$ cat src/rtl/stk_pkg.sv
package stk_pkg;

   typedef enum logic [1:0] {
      STK_PUSH = 2'd0,
      STK_POP  = 2'd1,
      STK_CALL = 2'd2,
      STK_RET  = 2'd3
   } stk_op_e;

   localparam int unsigned STK_MAX_BYTES = 8;
   localparam int unsigned STK_VAL_W     = 8 * STK_MAX_BYTES;

   // bytes moved for a width code: 1, 2, 4, 8
   function automatic logic [3:0] stk_width_bytes(input logic [1:0] code);
      return 4'd1 << code;
   endfunction

   function automatic logic stk_is_write(input stk_op_e op);
      return (op == STK_PUSH) || (op == STK_CALL);
   endfunction

endpackage

$ cat src/rtl/stk_sp.sv
module stk_sp #(
   parameter int unsigned SP_W = 8
) (
   input  logic            clk,
   input  logic            rst_n,
   input  logic            dec_en,
   input  logic            inc_en,
   input  logic [3:0]      step,
   output logic [SP_W-1:0] sp
);
   logic [SP_W-1:0] step_ext;
   assign step_ext = SP_W'(step);

   // zero encodes the full memory size; arithmetic wraps naturally
   always_ff @(posedge clk or negedge rst_n) begin
      if (!rst_n)
         sp <= '0;
      else if (dec_en)
         sp <= sp - step_ext;
      else if (inc_en)
         sp <= sp + step_ext;
   end

   p_sp_excl_r7: assert property (@(posedge clk) disable iff (!rst_n)
      !(dec_en && inc_en));

endmodule

$ cat src/rtl/stk_byte_seq.sv
module stk_byte_seq #(
   parameter int unsigned MAXB = 8
) (
   input  logic              clk,
   input  logic              rst_n,
   input  logic              start,
   input  logic [3:0]        nbytes,
   input  logic [8*MAXB-1:0] wvalue,
   input  logic [7:0]        rbyte,
   output logic              busy,
   output logic              last,
   output logic [2:0]        cnt,
   output logic [3:0]        n_len,
   output logic [7:0]        wbyte,
   output logic [8*MAXB-1:0] rvalue
);
   logic [8*MAXB-1:0] shreg;

   always_ff @(posedge clk or negedge rst_n) begin
      if (!rst_n) begin
         busy  <= 1'b0;
         cnt   <= '0;
         n_len <= 4'd1;
         shreg <= '0;
      end else if (start && !busy) begin
         busy  <= 1'b1;
         cnt   <= '0;
         n_len <= nbytes;
         shreg <= wvalue;
      end else if (busy) begin
         shreg <= shreg >> 8;
         if (last) busy <= 1'b0;
         else      cnt  <= cnt + 3'd1;
      end
   end

   assign last  = busy && ({1'b0, cnt} == (n_len - 4'd1));
   assign wbyte = shreg[7:0];

   // one capture lane per byte; lanes cleared on start stay zero (zero-extend)
   for (genvar i = 0; i < MAXB; i++) begin : g_lane
      logic [7:0] acc;
      logic       hit;
      assign hit = busy && (cnt == 3'(i));
      always_ff @(posedge clk or negedge rst_n) begin
         if (!rst_n)                acc <= '0;
         else if (start && !busy)   acc <= '0;
         else if (hit)              acc <= rbyte;
      end
      assign rvalue[8*i +: 8] = hit ? rbyte : acc;
   end

   p_cnt_bound_r8: assert property (@(posedge clk) disable iff (!rst_n)
      busy |-> ({1'b0, cnt} < n_len));
   p_last_ends_r8: assert property (@(posedge clk) disable iff (!rst_n)
      last |=> !busy);

endmodule

$ cat src/rtl/stk_call_unit.sv
module stk_call_unit #(
   parameter int unsigned MEM_BYTES = 256,
   parameter int unsigned IP_W      = 16,
   localparam int unsigned SP_W     = $clog2(MEM_BYTES)
) (
   input  logic            clk,
   input  logic            rst_n,
   input  logic            cmd_valid,
   output logic            cmd_ready,
   input  logic [1:0]      cmd_op,
   input  logic [1:0]      data_width,
   input  logic [1:0]      addr_width,
   input  logic [63:0]     reg_rd_data,
   input  logic [IP_W-1:0] ip_in,
   input  logic [IP_W-1:0] call_target,
   output logic            reg_wr_en,
   output logic [63:0]     reg_wr_data,
   output logic            ip_wr_en,
   output logic [IP_W-1:0] ip_out,
   output logic            mem_we,
   output logic            mem_re,
   output logic [SP_W-1:0] mem_addr,
   output logic [7:0]      mem_wdata,
   input  logic [7:0]      mem_rdata,
   output logic            busy,
   output logic            done,
   output logic [SP_W-1:0] sp
);
   import stk_pkg::*;

   if ((MEM_BYTES & (MEM_BYTES - 1)) != 0 || MEM_BYTES < 16) begin : g_bad_mem
      $error("MEM_BYTES must be a power of two of at least 16");
   end
   if (IP_W < 1 || IP_W > STK_VAL_W) begin : g_bad_ip
      $error("IP_W must lie in 1..64");
   end

   stk_op_e           op_in, op_q;
   logic              accept, last;
   logic [3:0]        n_sel, n_len;
   logic [2:0]        cnt;
   logic [63:0]       wvalue, rvalue;
   logic [SP_W-1:0]   base_q;
   logic [IP_W-1:0]   target_q;

   assign op_in  = stk_op_e'(cmd_op);
   assign accept = cmd_valid && !busy;
   assign n_sel  = (op_in == STK_PUSH || op_in == STK_POP)
                   ? stk_width_bytes(data_width) : stk_width_bytes(addr_width);
   // only the low n bytes are shifted out, so truncation is implicit
   assign wvalue = (op_in == STK_PUSH) ? reg_rd_data : 64'(ip_in);

   always_ff @(posedge clk or negedge rst_n) begin
      if (!rst_n) begin
         op_q     <= STK_PUSH;
         base_q   <= '0;
         target_q <= '0;
      end else if (accept) begin
         op_q     <= op_in;
         target_q <= call_target;
         base_q   <= stk_is_write(op_in) ? (sp - SP_W'(n_sel)) : sp;
      end
   end

   stk_sp #(.SP_W(SP_W)) u_sp (
      .clk    (clk),
      .rst_n  (rst_n),
      .dec_en (accept && stk_is_write(op_in)),
      .inc_en (last && !stk_is_write(op_q)),
      .step   (accept ? n_sel : n_len),
      .sp     (sp)
   );

   stk_byte_seq #(.MAXB(STK_MAX_BYTES)) u_seq (
      .clk    (clk),
      .rst_n  (rst_n),
      .start  (accept),
      .nbytes (n_sel),
      .wvalue (wvalue),
      .rbyte  (mem_rdata),
      .busy   (busy),
      .last   (last),
      .cnt    (cnt),
      .n_len  (n_len),
      .wbyte  (mem_wdata),
      .rvalue (rvalue)
   );

   assign cmd_ready   = !busy;
   assign done        = last;
   assign mem_addr    = base_q + SP_W'(cnt);
   assign mem_we      = busy && stk_is_write(op_q);
   assign mem_re      = busy && !stk_is_write(op_q);
   assign reg_wr_en   = last && (op_q == STK_POP);
   assign reg_wr_data = rvalue;
   assign ip_wr_en    = last && (op_q == STK_CALL || op_q == STK_RET);
   assign ip_out      = (op_q == STK_CALL) ? target_q : rvalue[IP_W-1:0];

   p_rw_excl_r9: assert property (@(posedge clk) disable iff (!rst_n)
      !(mem_we && mem_re));
   p_idle_quiet_r9: assert property (@(posedge clk) disable iff (!rst_n)
      !busy |-> (!mem_we && !mem_re));
   p_pop_wb_r3: assert property (@(posedge clk) disable iff (!rst_n)
      reg_wr_en |-> (done && !ip_wr_en));
   p_ip_wb_r5: assert property (@(posedge clk) disable iff (!rst_n)
      ip_wr_en |-> done);
   p_push_sp_r2: assert property (@(posedge clk) disable iff (!rst_n)
      (accept && op_in == STK_PUSH) |=> (sp == $past(sp) - SP_W'($past(n_sel))));
   p_ignore_busy_r8: assert property (@(posedge clk) disable iff (!rst_n)
      (busy && cmd_valid) |=> $stable(op_q));

endmodule

$ cat config.mk
export PLATFORM = sky130hd
export DESIGN_NAME = stk_call_unit
export DESIGN_NICKNAME = d
export VERILOG_FILES = /design/src/rtl/stk_pkg.sv /design/src/rtl/stk_sp.sv /design/src/rtl/stk_byte_seq.sv /design/src/rtl/stk_call_unit.sv
export SDC_FILE = /design/constraint.sdc
export NUM_CORES = 1
export LEC_CHECK = 0
export ABC_AREA = 1
export BUFFER_PORTS_ARGS = -buffer_cell sky130_fd_sc_hd__buf_2
export CORE_MARGIN = 2
export CORE_UTILIZATION = 54
export CTS_CLUSTER_DIAMETER = 80
export CTS_CLUSTER_SIZE = 40
export DETAILED_ROUTE_END_ITERATION = 6
export PLACE_DENSITY = 0.81
export SLEW_MARGIN = 20
export SYNTH_ARGS = -nofsm -noshare
export SYNTH_HDL_FRONTEND = slang
export SYNTH_SLANG_ARGS = --single-unit
$ cat constraint.sdc
create_clock -name clk -period 2.94 [get_ports clk]
set_clock_uncertainty 0.05 [all_clocks]
set_input_delay 0.294 -clock clk [delete_from_list [all_inputs] [get_ports clk]]
set_output_delay 0.294 -clock clk [all_outputs]
set_load 0.05 [all_outputs]
# Word-level counts from Yosys, hierarchy flattened
# Index checks and enable logic that the tools add are counted.
word_totals:
  ramBits: 0
  latchBits: 0
  in_bits: 113
  register_bits: 170
  rom_bits: 0
  n_memories: 0
op_classes:
  reduce_logical: 29
  addsub: 6
  n_lt_le_gt_ge: 0
  multipliers: 0
  n_div: 0
  mux: 31
  n_bitwise: 0
  n_shift: 2
  eq_ne: 14
ops:
  columns: ["operator", "n"]
  rows:
  - ["2-to-1 mux 64 bit", 3]
  - ["2-to-1 mux 8 bit", 19]
  - ["logical AND 1 bit", 17]
  - ["2-to-1 mux 16 bit", 1]
  - ["subtractor 8 x 4 -> 8 bit", 2]
  - ["equality test 3 bit, second input constant", 4]
  - ["2-to-1 mux 3 bit", 3]
  - ["adder 8 x 3 -> 8 bit", 1]
  - ["adder 8 x 4 -> 8 bit", 1]
  - ["2-to-1 mux 4 bit", 2]
  - ["<< shifter 1 x 2 -> 4 bit, first input constant", 2]
  - ["equality test 2 bit, second input constant", 3]
  - ["equality test 3 x 2 -> 1 bit, second input constant", 2]
  - ["equality test 2 x 1 -> 1 bit, second input constant", 2]
  - ["equality test 3 x 4 -> 1 bit", 1]
  - ["logical NOT 2 bit", 2]
  - ["logical OR 1 bit", 4]
  - ["nonzero test 2 bit", 2]
  - ["subtractor 4 x 1 -> 4 bit, second input constant", 1]
  - ["adder 3 x 1 -> 3 bit, second input constant", 1]
  - ["equality test 3 x 1 -> 1 bit, second input constant", 1]
  - ["logical NOT 3 bit", 1]
  - ["2-to-1 mux 1 bit", 3]
  - ["logical NOT 1 bit", 2]
  - ["2 further kinds", 2]

# Depth between registers and ports, before layout
logic_depth:
  ltp_word: 7
  depth_mapped: 23
  mapped_depth_nobuf: 23

# Cells and area by module
# Synthesis repeated with hierarchy kept, for this count alone.
unflattened:
  cells_unflattened: 1254
  area_unflattened_um2: 9855.7
by_module_without_submodules:
  columns: ["mod", "area_per_inst_um2", "cells_per_inst", "instances"]
  rows:
  - ["stk_byte_seq", 6784.0, 762, 1]
  - ["stk_call_unit", 2336.0, 385, 1]
  - ["stk_sp", 735.7, 107, 1]

# Worst setup path after synthesis
# OpenSTA, ideal clock, no wires.
synth_timing:
  path_type: "register to register"
  startpoint: "register u_seq.busy"
  endpoint: "register u_sp.sp[7]"
  setup_slack_ns: 0.114
  setup_time_ns: 0.123
  arrival_time_ns: 2.652
  stages_incl_launch_ff: 21
  cell_sequence: "dfrtp_1 buf_4 nor2_4 inv_2 o21a_1 nand2_1 nor2_1 ha_1 nand2_1 o21ai_1 inv_1 ha_1 nand2_1 nor2_1 nand2_1 nand3_1 inv_1 nand2_1 nand2_1 nand2_1 o21ai_1"
synth_between:
  elab_chain_cells: 6
  elab_cells_between_ends: 11
  classes_between: "add/sub: 2; mux: 3; reduce/logical: 6"
synth_lines:
  columns: ["item", "line", "text"]
  rows:
  - ["from (decl)", "stk_byte_seq.sv:10", "output logic busy,"]
  - ["from (signal assigned)", "stk_byte_seq.sv:21", "busy <= 1'b0;"]
  - ["from (signal assigned)", "stk_byte_seq.sv:26", "busy <= 1'b1;"]
  - ["from (signal assigned)", "stk_byte_seq.sv:32", "if (last) busy <= 1'b0;"]
  - ["logical NOT 1 bit", "stk_call_unit.sv:47", "assign accept = cmd_valid && !busy;"]
  - ["logical AND 1 bit", "stk_call_unit.sv:47", null]
  - ["2-to-1 mux 4 bit", "stk_call_unit.sv:70", ".step (accept ? n_sel : n_len),"]
  - ["adder 8 x 4 -> 8 bit", "stk_sp.sv:21", "sp <= sp + step_ext;"]
  - ["2-to-1 mux 8 bit", "stk_sp.sv:20", "else if (inc_en)"]
  - ["2-to-1 mux 8 bit", "stk_sp.sv:18", "else if (dec_en)"]
  - ["to (signal assigned)", "stk_sp.sv:19", "sp <= sp - step_ext;"]
  - ["to (signal assigned)", "stk_sp.sv:21", null]
  - ["to (decl)", "stk_sp.sv:9", "output logic [SP_W-1:0] sp"]
# Parallel ways exist; a longest one is shown, timed or not. The select of a mux whose other input is x is not followed.
# A chain may end at the register's enable or synchronous reset.

# Final worst setup path
layout_timing:
  startpoint: "register u_seq.busy"
  endpoint: "output reg_wr_data[22]"
layout_between:
  elab_chain_cells: 2
layout_lines:
  columns: ["item", "line", "text"]
  rows:
  - ["logical AND 1 bit", "stk_byte_seq.sv:44", "assign hit = busy && (cnt == 3'(i));"]
  - ["2-to-1 mux 8 bit", null, null]
  - ["to (decl)", "stk_call_unit.sv:17", "output logic [63:0] reg_wr_data,"]
# No other way between the ends.

==> impl_metrics.toml <==
[outcome]
status = "finished with violations"
violations = "design-rule violations"

[timing]
rsz0062_at_grt = "no"
hold_viol_final = 0
fmax_mhz = 365.5
setup_tns_ps = 0
setup_violations = 0
max_slew_margin_pct = 35.33
final-max-slew-violation-count = 0
fin_crit_sh_pct = 93.07
min_period_ps = 2736
tightestPinTransition_ps = 970.1

[clocking]
cts_buffers = 17
cts_tree = "built"
path_clk_slew_ps = 70
h-tree-depth = 4
clk_path_buf_depth = 2
clk_root_buffer_cell = "clkbuf_16"
clock_sinks = 170
clk_latency_ps = 430

[route]
ant_nets = 0
first_iter_violations = 610
post-route-drc-count = 1
vias = 7940
wl_per_cell_um = 15.20
vias_per_cell = 5.255
finalWirelength_um = 22970
dr.pass1.iters = 7

[global_route]
antenna_found_initial = 2
overflow = 0
grt_max_degree = 90
track_usage_pct = 26.63
grt_pass1_vias = 7494
grt_pass1_wl_um = 37430

[synthesis]
synth_top_family_by_area = "simple AND/OR/NAND/NOR gates"
syn_inst = 1078
syn_area_per_cell_um2 = 8.202
synth-seq-cells = 170
yosys_most_used_dff = "dfrtp_1"
syn_area_um2 = 8842
yosys.area.top_type_share_pct = 47.83
yosys.area_share.simple_pct = 17.99
synth_compound_area_share_pct = 17.05
synth_mux_area_share_pct = 0
syn-num-nets = 1216
synth_edf_count = 0
yosysSeqAreaShare_pct = 48.13
yosys_warnings = 0
ys_types = 35
synthArstFlopShare_pct = 100.0
netlist_top_cells_area = "dfrtp_1, nand2_1, inv_1"
synth_xor_xnor_area_share_pct = 1.783
synthAdderAreaFrac_pct = 3.792
yosys.area.top_type = "dfrtp_1"

[place]
globalplace.congestion = 0.8937
port_buffers = 223
dp_hpwl_um = 15890

[critical_path]
worstSetupEndpointType = "primary output"
crit_required_ps = 2600
cp_slowest_cell = "dfrtp_1"
cp_max_fo = 28
path_cells = "buf_6 > nand2_1 > nor2_2 > buf_4 > or2_0 > inv_1 > a21oi_1 > buf_2"
critical_path.max_stage_delay_ps = 400
arrival_ps = 2390
worstSetupStartpointType = "register"
critPathKind = "register to primary output"

[floorplanning]
die_w_um = 132.0
start_util_pct = 55.46
coreArea_um2 = 15940
die_area_um2 = 17410
ios = 224
die_h_um = 132.0
row_count = 46

[cells_and_area]
area_delta_synth_final_pct = 21.27
fin_nets = 1419
drive_gt1_share_pct = 26.12

[worst_hold_path]
hold_path.class = "primary input to register"

[run]
maxCapViolations = 0
## placed cells by master, fill, tap and decap left out, drive strengths merged, types with 21 or more instances in the layout
cell    Yosys  routed
o221ai     31      31
a211oi     32      32
clkbuf     22      24
nand2     212     212
or2        48      48
a21oi      52      52
ha         22      22
dfrtp     169     169
o21ai     110     110
nor2       87      87
a22oi      21      21
inv       187     189
buf        36     241
## repair_timing
action                     CTS  global route
setup endpoints to repair    0            17
hold endpoints to repair    74             0
buffers inserted             0             1
hold buffers                 1             0
resized for setup            0             3
## per-stage QoR
| stage | hold WS (ps) | util (%) | setup slack, ps | std cells | instance area, µm² |
|---|---|---|---|---|---|
| floorplan | -51.59 | - | 114.4 | 1078 | 8842 |
| global placement | 319.5 | 63.28 | 212.0 | 1476 | 10090 |
| detailed placement | 319.0 | 63.28 | 95.96 | 1476 | 10090 |
| CTS | 0.5925 | 67.11 | 98.79 | 1509 | 10700 |
| global route | 14.32 | 67.26 | 15.02 | 1511 | 10720 |
| finish | 14.15 | 67.26 | 203.8 | 1511 | 10720 |
## area by class of cell
cell class / instances / area, µm²
diodes: 1 / 2.502
clock buffers: 24 / 491.7
clock inverters: 8 / 108.9
fillers: 1328 / 5220
inverters: 187 / 701.9
multi-input cells: 663 / 3608
flip-flops and latches: 170 / 4255
well taps: 216 / 270.3
repair buffers: 242 / 1284
## routing by layer
metal / vias up / global-route usage (%) / part of all wire (%)
met4: 0 / 9.662 / 2.2
met1: 3712 / 36.66 / 44
met2: 333 / 42.94 / 48
li1: 3858 / - / -
met3: 37 / 4.306 / 5.7
met5: - / 0 / 0
## kinds of logic (layout without fill, tap and decap cells)
family | Yosys count | after routing
and+or+nand+nor | 370 | 370
AOI/OAI and AO/OA | 250 | 250
buffers and inverters | 245 | 461
DFF | 170 | 170
adders and majority gates | 25 | 25
xor gates and xnor gates | 18 | 18
other | 0 | 1
## state kept, by name, indices dropped and copies added, names as in the netlist
name and cells:
u_seq.shreg 64, u_seq.cnt 3, base_q 8, u_seq.n_len 4, u_seq.g_lane.acc 64, u_seq.busy 1
op_q 2, u_sp.sp 8, target_q 16
## cells in the mapped netlist (3+ instances only)
library cell and n:
nand2_1 211, inv_1 179, dfrtp_1 169, nor2_1 76, o21ai_1 73, a21oi_1 52, or2_2 44, o21ai_0 37
a211oi_1 32, o221ai_1 31, clkbuf_1 22, ha_1 22, a22oi_1 21, buf_2 19, nand3_1 19, buf_4 12
xor2_1 11, nor2_2 9, inv_2 8, xnor2_1 7, buf_1 4, fa_1 3
## worst paths after layout
check,from,endpoint,slack [ps],cells past startpoint
setup / recovery,u_seq.busy,reg_wr_data[22],200,8
hold / removal,call_target[7],target_q[7],10,3
setup reg to reg,u_seq.busy,u_sp.sp[7],240,19
hold reg to reg,target_q[11],target_q[11],420,2
max in group asynchronous,rst_n,base_q[6],1620,3
min in group asynchronous,rst_n,u_seq.g_lane[1].acc[2],420,2
## critical path, delay by kind of cell, from the launching register on
family                 cells  cell delay [ps]
AO/OA/AOI/OAI              1              190
flip-flops                 1              400
buffers and inverters      4              870
AND/OR/NAND/NOR            3              480
Power is not shown: default switching activity piles up to over one toggle a cycle in this logic, so the estimate is an artifact.
